**src/rtl/gpr_pkg.sv**
```systemverilog
package gpr_pkg;
  localparam int unsigned NREGS    = 32;
  localparam int unsigned DW       = 8;
  localparam int unsigned AW       = 16;
  localparam int unsigned IDX_W    = $clog2(NREGS);
  localparam int unsigned PTR_CNT  = 3;
  localparam int unsigned PTR_BASE = NREGS - 2 * PTR_CNT;

  typedef enum logic [1:0] {
    PTR_X    = 2'd0,
    PTR_Y    = 2'd1,
    PTR_Z    = 2'd2,
    PTR_NONE = 2'd3
  } ptr_sel_e;
endpackage

```
**src/rtl/gpr_ds_port.sv**
```systemverilog
module gpr_ds_port #(
  parameter int unsigned NREGS = gpr_pkg::NREGS,
  parameter int unsigned DW    = gpr_pkg::DW,
  parameter int unsigned AW    = gpr_pkg::AW,
  localparam int unsigned IDX_W = $clog2(NREGS)
) (
  input  logic             clk_i,
  input  logic             rst_ni,
  input  logic             req_i,
  input  logic             we_i,
  input  logic [AW-1:0]    addr_i,
  input  logic [DW-1:0]    rd_val_i,
  output logic             hit_o,
  output logic             wr_o,
  output logic [IDX_W-1:0] idx_o,
  output logic [DW-1:0]    rdata_o
);
  logic rd_go;

  assign hit_o = addr_i < AW'(NREGS);
  assign idx_o = addr_i[IDX_W-1:0];
  assign wr_o  = req_i & we_i & hit_o;
  assign rd_go = req_i & ~we_i & hit_o;

  always_ff @(posedge clk_i or negedge rst_ni) begin
    if (!rst_ni)    rdata_o <= '0;
    else if (rd_go) rdata_o <= rd_val_i;
  end
endmodule

```
**src/rtl/gpr_wr_arb.sv**
```systemverilog
module gpr_wr_arb #(
  parameter int unsigned NREGS   = gpr_pkg::NREGS,
  parameter int unsigned DW      = gpr_pkg::DW,
  parameter int unsigned PTR_CNT = gpr_pkg::PTR_CNT,
  localparam int unsigned IDX_W    = $clog2(NREGS),
  localparam int unsigned PTR_BASE = NREGS - 2 * PTR_CNT
) (
  input  logic                      alu_en_i,
  input  logic [IDX_W-1:0]          alu_idx_i,
  input  logic [DW-1:0]             alu_data_i,
  input  logic                      ptr_en_i,
  input  logic [1:0]                ptr_sel_i,
  input  logic [2*DW-1:0]           ptr_data_i,
  input  logic                      ds_en_i,
  input  logic [IDX_W-1:0]          ds_idx_i,
  input  logic [DW-1:0]             ds_data_i,
  output logic [NREGS-1:0]          reg_we_o,
  output logic [NREGS-1:0][DW-1:0]  reg_wd_o
);
  for (genvar i = 0; i < NREGS; i++) begin : g_reg
    logic           alu_hit, ds_hit, ptr_hit;
    logic [DW-1:0]  ptr_byte;

    assign alu_hit = alu_en_i && (alu_idx_i == IDX_W'(i));
    assign ds_hit  = ds_en_i && (ds_idx_i == IDX_W'(i));

    if (i >= PTR_BASE) begin : g_ptr
      localparam int unsigned K  = (i - PTR_BASE) / 2;
      localparam int unsigned HI = (i - PTR_BASE) % 2;
      assign ptr_hit  = ptr_en_i && (ptr_sel_i == 2'(K));
      assign ptr_byte = ptr_data_i[HI*DW +: DW];
    end else begin : g_plain
      assign ptr_hit  = 1'b0;
      assign ptr_byte = '0;
    end

    // ALU > pointer write-back > data space
    always_comb begin
      reg_we_o[i] = alu_hit | ptr_hit | ds_hit;
      if (alu_hit)      reg_wd_o[i] = alu_data_i;
      else if (ptr_hit) reg_wd_o[i] = ptr_byte;
      else              reg_wd_o[i] = ds_data_i;
    end
  end
endmodule

```
**src/rtl/gpr_store.sv**
```systemverilog
module gpr_store #(
  parameter int unsigned NREGS   = gpr_pkg::NREGS,
  parameter int unsigned DW      = gpr_pkg::DW,
  parameter int unsigned PTR_CNT = gpr_pkg::PTR_CNT,
  localparam int unsigned IDX_W    = $clog2(NREGS),
  localparam int unsigned PTR_BASE = NREGS - 2 * PTR_CNT
) (
  input  logic                          clk_i,
  input  logic [NREGS-1:0]              reg_we_i,
  input  logic [NREGS-1:0][DW-1:0]      reg_wd_i,
  input  logic [IDX_W-1:0]              rd_a_idx_i,
  input  logic [IDX_W-1:0]              rd_b_idx_i,
  input  logic [IDX_W-1:0]              rd_c_idx_i,
  output logic [DW-1:0]                 rd_a_o,
  output logic [DW-1:0]                 rd_b_o,
  output logic [DW-1:0]                 rd_c_o,
  output logic [PTR_CNT-1:0][2*DW-1:0]  ptr_o
);
  logic [NREGS-1:0][DW-1:0] regs_q;

  // contents survive reset by design
  for (genvar i = 0; i < NREGS; i++) begin : g_cell
    always_ff @(posedge clk_i) begin
      if (reg_we_i[i]) regs_q[i] <= reg_wd_i[i];
    end
  end

  assign rd_a_o = regs_q[rd_a_idx_i];
  assign rd_b_o = regs_q[rd_b_idx_i];
  assign rd_c_o = regs_q[rd_c_idx_i];

  for (genvar k = 0; k < PTR_CNT; k++) begin : g_ptr
    assign ptr_o[k] = {regs_q[PTR_BASE + 2*k + 1], regs_q[PTR_BASE + 2*k]};
  end
endmodule

```
**src/rtl/gpr_file.sv**
```systemverilog
module gpr_file #(
  parameter int unsigned NREGS = gpr_pkg::NREGS,
  parameter int unsigned DW    = gpr_pkg::DW,
  parameter int unsigned AW    = gpr_pkg::AW,
  localparam int unsigned IDX_W   = $clog2(NREGS),
  localparam int unsigned PW      = 2 * DW,
  localparam int unsigned PTR_CNT = gpr_pkg::PTR_CNT
) (
  input  logic             clk_i,
  input  logic             rst_ni,
  input  logic [IDX_W-1:0] rd_a_idx_i,
  output logic [DW-1:0]    rd_a_data_o,
  input  logic [IDX_W-1:0] rd_b_idx_i,
  output logic [DW-1:0]    rd_b_data_o,
  input  logic             wr_en_i,
  input  logic [IDX_W-1:0] wr_idx_i,
  input  logic [DW-1:0]    wr_data_i,
  input  logic             ds_req_i,
  input  logic             ds_we_i,
  input  logic [AW-1:0]    ds_addr_i,
  input  logic [DW-1:0]    ds_wdata_i,
  output logic             ds_hit_o,
  output logic [DW-1:0]    ds_rdata_o,
  output logic [PW-1:0]    ptr_x_o,
  output logic [PW-1:0]    ptr_y_o,
  output logic [PW-1:0]    ptr_z_o,
  input  logic             ptr_wr_en_i,
  input  logic [1:0]       ptr_wr_sel_i,
  input  logic [PW-1:0]    ptr_wr_data_i
);
  logic [NREGS-1:0]           reg_we;
  logic [NREGS-1:0][DW-1:0]   reg_wd;
  logic [PTR_CNT-1:0][PW-1:0] ptrs;
  logic                       ds_wr;
  logic [IDX_W-1:0]           ds_idx;
  logic [DW-1:0]              ds_val;

  gpr_ds_port #(.NREGS(NREGS), .DW(DW), .AW(AW)) u_ds (
    .clk_i    (clk_i),
    .rst_ni   (rst_ni),
    .req_i    (ds_req_i),
    .we_i     (ds_we_i),
    .addr_i   (ds_addr_i),
    .rd_val_i (ds_val),
    .hit_o    (ds_hit_o),
    .wr_o     (ds_wr),
    .idx_o    (ds_idx),
    .rdata_o  (ds_rdata_o)
  );

  gpr_wr_arb #(.NREGS(NREGS), .DW(DW), .PTR_CNT(PTR_CNT)) u_arb (
    .alu_en_i   (wr_en_i),
    .alu_idx_i  (wr_idx_i),
    .alu_data_i (wr_data_i),
    .ptr_en_i   (ptr_wr_en_i),
    .ptr_sel_i  (ptr_wr_sel_i),
    .ptr_data_i (ptr_wr_data_i),
    .ds_en_i    (ds_wr),
    .ds_idx_i   (ds_idx),
    .ds_data_i  (ds_wdata_i),
    .reg_we_o   (reg_we),
    .reg_wd_o   (reg_wd)
  );

  gpr_store #(.NREGS(NREGS), .DW(DW), .PTR_CNT(PTR_CNT)) u_store (
    .clk_i      (clk_i),
    .reg_we_i   (reg_we),
    .reg_wd_i   (reg_wd),
    .rd_a_idx_i (rd_a_idx_i),
    .rd_b_idx_i (rd_b_idx_i),
    .rd_c_idx_i (ds_idx),
    .rd_a_o     (rd_a_data_o),
    .rd_b_o     (rd_b_data_o),
    .rd_c_o     (ds_val),
    .ptr_o      (ptrs)
  );

  assign ptr_x_o = ptrs[gpr_pkg::PTR_X];
  assign ptr_y_o = ptrs[gpr_pkg::PTR_Y];
  assign ptr_z_o = ptrs[gpr_pkg::PTR_Z];
endmodule

```
**config.mk**
```make
export PLATFORM = sky130hd
export DESIGN_NAME = gpr_file
export DESIGN_NICKNAME = d
export VERILOG_FILES = /design/src/rtl/gpr_pkg.sv /design/src/rtl/gpr_ds_port.sv /design/src/rtl/gpr_wr_arb.sv /design/src/rtl/gpr_store.sv /design/src/rtl/gpr_file.sv
export SDC_FILE = /design/constraint.sdc
export NUM_CORES = 1
export LEC_CHECK = 0
export BUFFER_PORTS_ARGS = -buffer_cell sky130_fd_sc_hd__clkbuf_2
export CORE_MARGIN = 2
export CORE_UTILIZATION = 56
export DETAILED_ROUTE_END_ITERATION = 10
export PLACE_DENSITY = 0.78
export SYNTH_ARGS = -nofsm -noshare
export SYNTH_HDL_FRONTEND = slang
export SYNTH_SLANG_ARGS = --single-unit
```
**constraint.sdc**
```tcl
create_clock -name clk_i -period 2 [get_ports clk_i]
set_input_delay 0.3 -clock clk_i [delete_from_list [all_inputs] [get_ports clk_i]]
set_output_delay 0.3 -clock clk_i [all_outputs]
set_load 0.05 [all_outputs]
```
==> qor.csv <==
metric,value,unit
antenna-violating nets left,0,
DR pass1 iterations,6,
HP Class,input pin to asynchronous set/reset pin,
Period minus WS final,2.81,ns
CORE AREA,33300,µm²
clock sink count,264,
Fin Clk Skew,0.0531,ns
Root Driver,clkbuf_16,
chip width,187,µm
Post-synth top flop,edfxtp_1,
fill cell count,2312,
sequential fraction of the synthesis area,0.420,
critical path's top delay family,multiplexers,
Die ar.,35000,µm²
Critical path buffers and inverters,1,
final hold vios,0,
# diodes,0,
relative slew slack,0.397,
ranking of synthesized cells by area,"edfxtp_1 (41%), mux4_2 (15%), mux2_2 (12%)",
GRT Resource Usage Total,0.395,
Die Height,187,µm
violated checks,negative setup slack,
"most common cell after layout, fill and taps aside",edfxtp_1,
"area leader, netlist",edfxtp_1,
CP Capture Type,output pin,
Tot Pwr,0.0147,W
Mapped Nets,1445,
"Core Util, Final",0.690,
VDD IR max,0.000558,V
row cnt,67,
worst reg2reg path depth,5,
Iter 0 DRT Violations,2658,
largest net degree at the start of global routing,33,
most frequent cells in the layout,"edfxtp_1 (256), buf_4 (211), mux2_2 (208)",
cell-by-cell trace of the critical path,mux4_2 -> mux4_2 -> o21a_4 -> clkbuf_16,
multi-input gate area in the final layout,10100,µm²
P&R area growth vs syn,22.4,%
Synth top area share,0.410,
async set or reset register ratio after synthesis,0.0303,
critical path class,flop to output pin,
power per cell area,639,nW/µm²
R2R Path Start,u_store.ptr_o[42]$_DFFE_PP_,
Max Cap Viol,0,
post-synth cell types,38,
number of CTS-inserted buffers,29,
global-route wire length before repair,99.5,mm
Post-layout nets,1686,
CP required,1.70,ns
Worst Setup SP,u_store.regs_q[118]$_DFFE_PP_,
share of layout cells above drive strength 1,0.533,
register cell area after layout,7890,µm²
Worst Setup Start Kind,flop,
Final Worst Setup Slack,-0.807,ns
num ports,144,
Syn Inst Count,1374,
CP Max Fanout,3,
Post-DP Area,21900,µm²
design area,23000,µm²
Worst-Margin Slew,0.904,ns
Worst path slowest cell,mux4_2,
Final Max Slew Viols,0,
Final setup viols,16,
Starting Density,0.564,
clock-pin slew on the worst setup and hold paths,0.06,ns
status,"complete, but fails checks",
hpwl dp,52.8,mm
Netlist Area Pre-Place,18800,µm²
Clock Tree Buf Depth,3,
via count,14900,
CTS tree,yes,
leakage power,8.43,nW
H-tree Lvls,1,
vias in the first global route,14200,
"Top cell by count, worst path",mux4_2,
DRT Wirelength,69.5,mm
fmax,356,MHz
RSZ-0062 raised after global routing,yes,
IO Port Bufs,143,
"slowest stage delay, CP",0.54,ns
via/cell ratio,7.16,
Worst path depth,4,
Remaining DRCs,0,
routed len/inst,33.3,µm
Post-Synthesis Mean Instance Area,13.7,µm²
number of synthesized register bits,264,
Final GP Congestion,1.04,
Worst Path Arrival,2.51,ns
grt ovf,0,
YS warnings,0,
Clock Latency Late Sink,0.59,ns
Post-synth EDFFs,256,
final worst-path cycle share,1.40,
initial antenna violation count,1,
==> routing by layer <==
metal | wire (µm) | vias to the layer above | global-route usage
met2 | 29900 | 1394 | 0.574
met1 | 25000 | 7386 | 0.552
met3 | 11900 | 204 | 0.154
met4 | 2740 | 0 | 0.120
met5 | 0 | - | 0
li1 | - | 5946 | -
==> state kept, by name (all words and copies together) (netlist names) <==
register / count
u_ds.rdata_o: 8
u_store.ptr_o: 48
u_store.regs_q: 208
==> report_power, final <==
group          internal, W  switching (W)
clock              0.00290        0.00224
sequential         0.00621       0.000134
combinational      0.00143        0.00177
==> stage by stage <==
step / setup TNS [ns] / hold WS, ns / setup WS (ns) / instances
floorplan: -6.81 / 0.00441 / -0.134 / 1374
global placement: -48.95 / 0.162 / -0.545 / 2029
detailed placement: -57.60 / 0.164 / -0.561 / 2029
CTS: -12.08 / 0.0934 / -0.796 / 2083
global route: -12.42 / 0.129 / -0.829 / 2085
finish: -12.18 / 0.0990 / -0.807 / 2085
==> synthesized netlist by cell type (all sizes together), types with 2 or more instances <==
cell / count
clkbuf: 69
edfxtp: 256
dfrtp: 8
mux2: 208
o22ai: 20
and3: 7
nor4: 2
a21oi: 64
o21bai: 7
a31oi: 3
a22o: 8
o21a: 16
nand2: 88
mux4: 176
or2: 2
nand3b: 7
a22oi: 32
nand4: 8
nor2b: 32
nor3: 8
nor2: 26
and2: 6
nand2b: 7
nand3: 15
and3b: 2
mux2i: 96
o21ai: 69
buf: 128
==> timing repair <==
item / 4_1_cts / 5_1_grt
gates cloned: 0 / 0
hold buffers: 1 / 0
endpoints found under the setup margin: 16 / 16
setup buffers: 0 / 2
endpoints found under the hold margin: 8 / 0
resized for setup: 52 / 17
==> path summary, 6_finish.rpt <==
path                                               end  slack, ns
hold / removal             u_ds.rdata_o[0]$_DFFE_PN0P_        0.1
hold reg to reg            u_ds.rdata_o[0]$_DFFE_PN0P_       0.52
max in group asynchronous  u_ds.rdata_o[1]$_DFFE_PN0P_       1.70
setup / recovery                        rd_b_data_o[6]      -0.81
min in group clk_i         u_store.ptr_o[21]$_DFFE_PP_       0.14
setup reg to reg           u_ds.rdata_o[2]$_DFFE_PN0P_       0.07
==> cell families (layout without fill, tap and decap cells) <==
kind of cell	count (synthesis)	in the layout	synth area share
AOI/OAI and AO/OA	219	219	0.0689
DFF	264	264	0.420
buffers and inverters	197	460	0.0562
muxes	480	480	0.398
and+or+nand+nor	214	214	0.0564
==> area by class of cell <==
class | instances | share of cell area
timing repair buffer | 407 | 0.156
multi-input combinational | 913 | 0.438
sequential | 264 | 0.343
tap | 448 | 0.0244
clock buffer | 34 | 0.0324
clock inverter | 19 | 0.00643
(Power assumes the default switching activity.)
